$ cat config.mk
export PLATFORM = sky130hd
export DESIGN_NAME = sar_adc_ctrl
export DESIGN_NICKNAME = d
export VERILOG_FILES = /design/src/rtl/sar_adc_pkg.sv /design/src/rtl/sar_adc_regs.sv /design/src/rtl/sar_adc_seq.sv /design/src/rtl/sar_adc_result.sv /design/src/rtl/sar_adc_ctrl.sv
export SDC_FILE = /design/constraint.sdc
export NUM_CORES = 1
export LEC_CHECK = 0
export BUFFER_PORTS_ARGS = -buffer_cell sky130_fd_sc_hd__buf_2
export CAP_MARGIN = 20
export CORE_MARGIN = 8
export CORE_UTILIZATION = 45
export DETAILED_ROUTE_END_ITERATION = 16
export PLACE_DENSITY_LB_ADDON = 0.12
export SYNTH_ARGS = -nofsm -noshare
export SYNTH_HDL_FRONTEND = slang
export SYNTH_SLANG_ARGS = --single-unit
$ cat constraint.sdc
create_clock -name clk -period 5.91 [get_ports clk]
set_input_delay 0 -clock clk [delete_from_list [all_inputs] [get_ports clk]]
set_output_delay 0 -clock clk [all_outputs]
set_load 0.1 [all_outputs]
$ cat src/rtl/sar_adc_pkg.sv
// Shared constants for the converter sequencer: bus map and default sizes.
// Assumes byte-wide control registers and a 16-bit read path.
package sar_adc_pkg;
    localparam int RES_W     = 10;
    localparam int WORD_W    = 16;
    localparam int CH_W      = 3;
    localparam int NUM_CH    = 7;
    localparam int TSEL_W    = 3;
    localparam int NUM_TSEL  = 5;
    localparam int STEP_BASE = 2;

    localparam logic [15:0] ADDR_RES_LO = 16'hFF14;
    localparam logic [15:0] ADDR_RES_HI = 16'hFF15;
    localparam logic [15:0] ADDR_MODE   = 16'hFF80;
    localparam logic [15:0] ADDR_CHAN   = 16'hFF81;

    localparam int MODE_EN_BIT = 7;
endpackage

$ cat src/rtl/sar_adc_regs.sv
// Control registers: the mode byte (enable, step-time code) and the channel byte.
// A channel write is accepted only when the whole byte is below NUM_CH.
// Every accepted write raises abort_o in the same cycle to cancel a conversion.
// Assumes TSEL_W < 8 and CH_W <= 8.
module sar_adc_regs
    import sar_adc_pkg::*;
#(
    parameter int CH_W   = sar_adc_pkg::CH_W,
    parameter int NUM_CH = sar_adc_pkg::NUM_CH,
    parameter int TSEL_W = sar_adc_pkg::TSEL_W
) (
    input  logic              clk,
    input  logic              rst_n,
    input  logic [15:0]       bus_addr,
    input  logic              bus_wr,
    input  logic [7:0]        bus_wdata,
    output logic              en_o,
    output logic [TSEL_W-1:0] tsel_o,
    output logic [CH_W-1:0]   chan_o,
    output logic [7:0]        mode_o,
    output logic              abort_o
);
    logic [7:0]      mode_q;
    logic [CH_W-1:0] chan_q;
    logic            hit_mode;
    logic            hit_chan;

    // Decode accepted writes; an out-of-range channel byte is dropped.
    always_comb begin
        hit_mode = bus_wr && (bus_addr == ADDR_MODE);
        hit_chan = bus_wr && (bus_addr == ADDR_CHAN) && (int'(bus_wdata) < NUM_CH);
        abort_o  = hit_mode || hit_chan;
    end

    // Hold the two control bytes.
    always_ff @(posedge clk) begin
        if (!rst_n) begin
            mode_q <= '0;
            chan_q <= '0;
        end else begin
            if (hit_mode) mode_q <= bus_wdata;
            if (hit_chan) chan_q <= bus_wdata[CH_W-1:0];
        end
    end

    assign en_o   = mode_q[MODE_EN_BIT];
    assign tsel_o = mode_q[TSEL_W-1:0];
    assign chan_o = chan_q;
    assign mode_o = mode_q;

    // the stored channel never leaves the valid range.
    assert_chan_range_R6: assert property (@(posedge clk) disable iff (!rst_n)
        int'(chan_q) < NUM_CH);
endmodule

$ cat src/rtl/sar_adc_seq.sv
// Bit-trial sequencer: times each step from the time code, settles one bit per step
// MSB first, and flags completion with the finished code.
// Restarts at once after completion; abort_i cancels and idles for one cycle.
// Assumes en_i is only cleared together with abort_i (a mode write).
module sar_adc_seq #(
    parameter int RES_W     = sar_adc_pkg::RES_W,
    parameter int TSEL_W    = sar_adc_pkg::TSEL_W,
    parameter int NUM_TSEL  = sar_adc_pkg::NUM_TSEL,
    parameter int STEP_BASE = sar_adc_pkg::STEP_BASE
) (
    input  logic              clk,
    input  logic              rst_n,
    input  logic              en_i,
    input  logic [TSEL_W-1:0] tsel_i,
    input  logic              abort_i,
    input  logic              cmp_i,
    output logic [RES_W-1:0]  tap_o,
    output logic              done_o,
    output logic [RES_W-1:0]  res_o
);
    localparam int STEP_MAX = STEP_BASE << (NUM_TSEL - 1);
    localparam int CNT_W    = $clog2(STEP_MAX);
    localparam int IDX_W    = $clog2(RES_W);
    localparam logic [IDX_W-1:0] IDX_TOP  = IDX_W'(RES_W - 1);
    localparam logic [RES_W-1:0] MSB_ONLY = {1'b1, {(RES_W-1){1'b0}}};

    // Step length in cycles; unsupported codes take the slowest step.
    function automatic logic [CNT_W:0] step_len(input logic [TSEL_W-1:0] code);
        if (int'(code) < NUM_TSEL) step_len = (CNT_W+1)'(STEP_BASE << code);
        else                       step_len = (CNT_W+1)'(STEP_MAX);
    endfunction

    logic             busy_q;
    logic [RES_W-1:0] sar_q;
    logic [RES_W-1:0] sar_next;
    logic [IDX_W-1:0] idx_q;
    logic [CNT_W:0]   cnt_q;
    logic             step_end;

    // Decide the current bit and raise the next trial bit.
    always_comb begin
        step_end = (cnt_q == step_len(tsel_i) - 1'b1);
        sar_next = sar_q;
        sar_next[idx_q] = cmp_i;
        if (idx_q != '0) sar_next[idx_q - 1'b1] = 1'b1;
    end

    // Sequence steps, bits and back-to-back restarts.
    always_ff @(posedge clk) begin
        if (!rst_n) begin
            busy_q <= 1'b0;
            sar_q  <= '0;
            idx_q  <= '0;
            cnt_q  <= '0;
        end else if (abort_i) begin
            busy_q <= 1'b0;
            sar_q  <= '0;
            idx_q  <= '0;
            cnt_q  <= '0;
        end else if (!busy_q) begin
            if (en_i) begin
                busy_q <= 1'b1;
                sar_q  <= MSB_ONLY;
                idx_q  <= IDX_TOP;
                cnt_q  <= '0;
            end
        end else if (!step_end) begin
            cnt_q <= cnt_q + 1'b1;
        end else begin
            cnt_q <= '0;
            if (idx_q != '0) begin
                sar_q <= sar_next;
                idx_q <= idx_q - 1'b1;
            end else begin
                sar_q <= MSB_ONLY;
                idx_q <= IDX_TOP;
            end
        end
    end

    assign tap_o  = sar_q;
    assign done_o = busy_q && step_end && (idx_q == '0) && !abort_i;
    assign res_o  = {sar_q[RES_W-1:1], cmp_i};

    // while converting, the bit under trial is always raised.
    assert_trial_bit_R2: assert property (@(posedge clk) disable iff (!rst_n)
        busy_q |-> sar_q[idx_q]);
    // the trial code holds for the whole step.
    assert_step_hold_R3: assert property (@(posedge clk) disable iff (!rst_n)
        (busy_q && !step_end && !abort_i) |=> (busy_q && $stable(sar_q)));
    // a cancel leaves the sequencer idle with a zero code.
    assert_abort_idle_R9: assert property (@(posedge clk) disable iff (!rst_n)
        abort_i |=> (!busy_q && sar_q == '0));
endmodule

$ cat src/rtl/sar_adc_result.sv
// Result word and end-of-conversion pulse: captures the finished code on done_i.
// The result is not reset and holds an arbitrary value until the first conversion.
module sar_adc_result #(
    parameter int RES_W = sar_adc_pkg::RES_W
) (
    input  logic             clk,
    input  logic             rst_n,
    input  logic             done_i,
    input  logic [RES_W-1:0] res_i,
    output logic [RES_W-1:0] res_o,
    output logic             irq_o
);
    logic [RES_W-1:0] res_q;
    logic             irq_q;

    // Capture the code at completion.
    always_ff @(posedge clk) begin
        if (done_i) res_q <= res_i;
    end

    // One-cycle interrupt aligned with the new result.
    always_ff @(posedge clk) begin
        if (!rst_n) irq_q <= 1'b0;
        else        irq_q <= done_i;
    end

    assign res_o = res_q;
    assign irq_o = irq_q;

    // the interrupt never lasts two cycles.
    assert_irq_pulse_R5: assert property (@(posedge clk) disable iff (!rst_n)
        irq_q |=> !irq_q);
    // the result word only moves together with the interrupt.
    assert_res_hold_R4: assert property (@(posedge clk) disable iff (!rst_n)
        !$stable(res_q) |-> irq_q);
endmodule

$ cat src/rtl/sar_adc_ctrl.sv
// Top of the converter sequencer: control registers, bit-trial sequencer,
// result word and the combinational read path.
// Assumes WORD_W >= RES_W >= 8 and an external comparator settled within a step.
module sar_adc_ctrl
    import sar_adc_pkg::*;
#(
    parameter int RES_W     = sar_adc_pkg::RES_W,
    parameter int WORD_W    = sar_adc_pkg::WORD_W,
    parameter int CH_W      = sar_adc_pkg::CH_W,
    parameter int NUM_CH    = sar_adc_pkg::NUM_CH,
    parameter int TSEL_W    = sar_adc_pkg::TSEL_W,
    parameter int NUM_TSEL  = sar_adc_pkg::NUM_TSEL,
    parameter int STEP_BASE = sar_adc_pkg::STEP_BASE
) (
    input  logic              clk,
    input  logic              rst_n,
    input  logic [15:0]       bus_addr,
    input  logic              bus_wr,
    input  logic [7:0]        bus_wdata,
    output logic [WORD_W-1:0] bus_rdata,
    output logic [CH_W-1:0]   ana_sel,
    output logic [RES_W-1:0]  tap_code,
    input  logic              cmp_hi,
    output logic              conv_irq
);
    localparam int PAD_W = WORD_W - RES_W;

    logic              en;
    logic [TSEL_W-1:0] tsel;
    logic [7:0]        mode_byte;
    logic              abort;
    logic              done;
    logic [RES_W-1:0]  seq_res;
    logic [RES_W-1:0]  res_word;

    sar_adc_regs #(.CH_W(CH_W), .NUM_CH(NUM_CH), .TSEL_W(TSEL_W)) u_regs (
        .clk(clk), .rst_n(rst_n), .bus_addr(bus_addr), .bus_wr(bus_wr),
        .bus_wdata(bus_wdata), .en_o(en), .tsel_o(tsel), .chan_o(ana_sel),
        .mode_o(mode_byte), .abort_o(abort)
    );

    sar_adc_seq #(.RES_W(RES_W), .TSEL_W(TSEL_W), .NUM_TSEL(NUM_TSEL),
                  .STEP_BASE(STEP_BASE)) u_seq (
        .clk(clk), .rst_n(rst_n), .en_i(en), .tsel_i(tsel), .abort_i(abort),
        .cmp_i(cmp_hi), .tap_o(tap_code), .done_o(done), .res_o(seq_res)
    );

    sar_adc_result #(.RES_W(RES_W)) u_result (
        .clk(clk), .rst_n(rst_n), .done_i(done), .res_i(seq_res),
        .res_o(res_word), .irq_o(conv_irq)
    );

    // Read mux: full left-justified word, upper byte, or control bytes.
    always_comb begin
        unique case (bus_addr)
            ADDR_RES_LO: bus_rdata = {res_word, {PAD_W{1'b0}}};
            ADDR_RES_HI: bus_rdata = {{(WORD_W-8){1'b0}}, res_word[RES_W-1 -: 8]};
            ADDR_MODE:   bus_rdata = {{(WORD_W-8){1'b0}}, mode_byte};
            ADDR_CHAN:   bus_rdata = {{(WORD_W-CH_W){1'b0}}, ana_sel};
            default:     bus_rdata = '0;
        endcase
    end
endmodule

==> metrics.md <==
| Metric | Value |
|---|---|
| Outcome | `finished, final reports clean` |
| Worst hold slack | `0.0636 ns` |
| Layout area overhead | `19.2%` |
| Startpoint types | `flop` |
| Tcrit/Tclk final | `52.5%` |
| DRT Pass-1 Iters | `5` |
| Relative slew slack | `51.6%` |
| RSZ-0062 raised after global routing | `no` |
| Hold path cells | `2` |
| Asr flop ratio synth | `0%` |
| Final HPWL DP | `4540 um` |
| Clk_lat worst skew | `0.29 ns` |
| FP Rows | `26` |
| Dpl cell area | `2610 um2` |
| Crit path max-delay cell type | `nor3_1` |
| GP Congestion | `0.817` |
| 1st-iter DRT viols | `100` |
| CTS root buf | `clkbuf_8` |
| Drt via density | `5.52` |
| Main synth FF type | `dfxtp_1` |
| Vias in the first global route | `2133` |
| HP Start | `rst_n` |
| TritonCTS clock tree | `yes` |
| Buffers added on ports | `57` |
| Cells after Synth | `268` |
| Die W | `88.1 um` |
| Diodes inserted | `0` |
| Endpoint, Worst Hold | `u_regs.mode_o[2]$_SDFFE_PN0P_` |
| Max-cap violations | `0` |
| Initial antenna violation count | `0` |
| R2R Setup Slk | `2.81 ns` |
| Routed wire per std cell | `15.5 um` |
| RR Startpoint | `u_regs.mode_o[1]$_SDFFE_PN0P_` |
| Number of synthesized register bits | `43` |
| Final WS setup | `2.81 ns` |
| Distinct cell type count after synthesis | `56` |
| Reg2Reg Depth | `9` |
| Final WL | `6200 um` |
| GRT Resource Usage Total | `16.6%` |
| Layout cell share with drive strength beyond 1 | `23.0%` |
| Core Util, Final | `54.9%` |
| Largest stage delay, worst path | `0.62 ns` |
| Slew @ Worst Pin | `0.720 ns` |
| Post-synth EDFFs | `10` |
| Hold Fails Final Rpt | `0` |
| Pwr dens | `182 nW/um2` |
| Clock tree sinks | `43` |
| Num CTS Buffers | `5` |
| Worst R2R End | `u_result.res_o[9]$_DFFE_PP_` |
| Final setup viols | `0` |
| I/O pin cnt | `58` |
| CP max FO | `10` |
| Initial Utilization | `46.1%` |
| Minimum clock period | `3.10 ns` |
| Post-route ant nets | `0` |
| Largest net degree at the start of global routing | `21` |
| Lkg Pwr | `1.11 nW` |
| Nets | `359` |
| Clock-pin transition on the worst setup and hold timing paths | `0.08 ns` |
| Fmax | `0.322 GHz` |
| Cells along the critical path | `or3_1, ha_1, xnor2_1, nand3_1, and3_1, nor3_1, nand3_1, nor3_1, buf_4` |
| Synth Net Count | `298` |
| Core Box Area | `5070 um2` |
| Yosys warnings | `0` |
| Critical setup path kind | `reg2reg` |
| Skew final | `0.00370 ns` |
| Worst EP required | `5.91 ns` |
| Max-slew violations | `0` |
| Post-synthesis sequential area ratio | `41.1%` |
| DRC viols | `0` |
| Resized cells post-CTS | `0` |
| Crit path capture type | `flop` |
| Worst slack, placed | `2.90 ns` |
| Final non-filler cell area | `2790 um2` |
| Die area | `7760 um2` |
| H-tree depth | `2` |
| Routed vias | `2209` |
| Overflow after GRT | `0` |
| WP data arrival | `3.11 ns` |
| First-pass GRT wire length | `10100 um` |
| Mapped Avg Cell Area | `8.72 um2` |
| Syn Std Cell Area | `2340 um2` |
| Maximum VDD drop | `121 uV` |
| Hold crit path type | `in2reg` |
| Die H | `88.1 um` |
| Clock Path Buffers | `2` |
| Setup TNS | `0 ns` |
stage by stage:
step,power [mW],std cells
final,0.506,400
after global routing,0.524,400
after CTS,0.510,400
after detailed placement,0.327,383
after global placement,0.327,383
after floorplan,0.315,268
power breakdown:
group	internal (mW)	leakage (nW)	total (mW)	switching (mW)
logic	0.0140	0.721	0.0263	0.0123
registers	0.299	0.344	0.299	0.00000132
clock network	0.0809	0.0477	0.181	0.0997
total	0.394	1.11	0.506	0.112
how the worst max path moves through the flow:
stage                                   from                     endpoint  cells past startpoint
2_1_floorplan  u_regs.mode_o[0]$_SDFFE_PN0P_  u_result.res_o[0]$_DFFE_PP_                      9
3_3_place_gp   u_regs.mode_o[1]$_SDFFE_PN0P_  u_result.res_o[3]$_DFFE_PP_                      9
3_5_place_dp   u_regs.mode_o[1]$_SDFFE_PN0P_  u_result.res_o[5]$_DFFE_PP_                      9
4_1_cts        u_regs.mode_o[1]$_SDFFE_PN0P_  u_result.res_o[6]$_DFFE_PP_                      9
5_1_grt        u_regs.mode_o[1]$_SDFFE_PN0P_  u_result.res_o[4]$_DFFE_PP_                      9
6_report       u_regs.mode_o[1]$_SDFFE_PN0P_  u_result.res_o[9]$_DFFE_PP_                      9
sequential cells by signal, indices dropped and copies added (netlist names):
| register | cells |
|---|---|
| u_result.res_o | 10 |
| u_seq.tap_o | 10 |
| u_regs.mode_o | 8 |
| u_seq.cnt_q | 6 |
| u_seq.idx_q | 4 |
| u_regs.chan_o | 3 |
| u_result.irq_o | 1 |
| u_seq.busy_q | 1 |
repair_timing:
item                                    4_1_cts  5_1_grt
setup buffers                                 0        0
endpoints found under the hold margin        11        0
endpoints found under the setup margin        0        0
hold buffers                                  9        0
routing by layer:
layer  part of all wire (%)  GRT usage [%]  up-vias
li1                       -              -     1098
met1                     45           20.6     1038
met2                     48           27.2       68
met3                    6.1           4.13        5
met4                   0.98           5.99        0
met5                      0              0        -
critical path, delay by kind of cell (launching register included):
family,cells,cell delay (ns)
and+or+nand+nor,6,1.72
DFF,1,0.38
adders and majority gates,1,0.26
xor gates and xnor gates,1,0.23
buffers and inverters,1,0.22
cells in the final DEF (no fill, tap or decap), drive strengths merged, types with 2 or more instances in the layout:
cell type	n
mux2i	6
or3	7
nand3	14
or2	3
edfxtp	10
o22ai	4
dfxtp	33
and2	9
and3	2
a22o	3
nand3b	2
a21oi	15
o2bb2ai	4
clkinv	3
o21ai	5
a222oi	5
o21a	2
nor2b	5
inv	10
nor3	7
nand2b	3
clkbuf	5
dlygate4sd3	9
nor2	29
a21boi	8
buf	58
ha	2
or4	4
nand4	6
nand4b	2
xnor2	3
nand2	32
nor4	2
area by class of cell:
class | count | area, um2
Tap cell | 70 | 87.6
Inverter | 10 | 37.5
Multi-Input combinational cell | 202 | 1230
Timing Repair Buffer | 67 | 383
Fill cell | 508 | 2290
Clock buffer | 5 | 68.8
Clock inverter | 3 | 15.0
Sequential cell | 43 | 961
kinds of logic (layout without fill, tap and decap cells):
group / count (synthesis) / after routing / synth area share (%)
compound gates: 59 / 59 / 18.2
xor+xnor: 4 / 4 / 1.50
fa+ha+maj: 2 / 2 / 1.07
buf+inv: 23 / 85 / 6.10
flops: 43 / 43 / 41.1
mux: 7 / 7 / 3.05
simple gates: 130 / 130 / 29.0
cells in the mapped netlist (2+ instances only):
cell	n	area share, %
a21boi_0	8	2.6
a21oi_1	14	3.0
a222oi_1	5	2.1
a22o_1	3	1.1
and2_1	9	2.4
and3_1	2	0.54
buf_6	3	1.4
clkbuf_1	4	0.64
clkbuf_2	2	0.43
clkbuf_8	3	1.8
dfxtp_1	33	28
edfxtp_1	10	13
ha_1	2	1.1
inv_1	10	1.6
mux2i_1	6	2.6
nand2_1	32	5.1
nand2b_1	3	0.80
nand3_1	14	3.0
nand4_1	6	1.6
nand4b_1	2	0.75
nor2_1	29	4.7
nor2b_1	5	1.3
nor3_1	7	1.5
o21a_1	2	0.64
o21ai_0	5	1.1
o22ai_1	4	1.1
o2bb2ai_1	4	1.5
or2_2	3	0.80
or3_1	7	1.9
or4_1	3	0.96
xnor2_1	3	1.1
No activity file was read; power rests on OpenSTA's default activity.
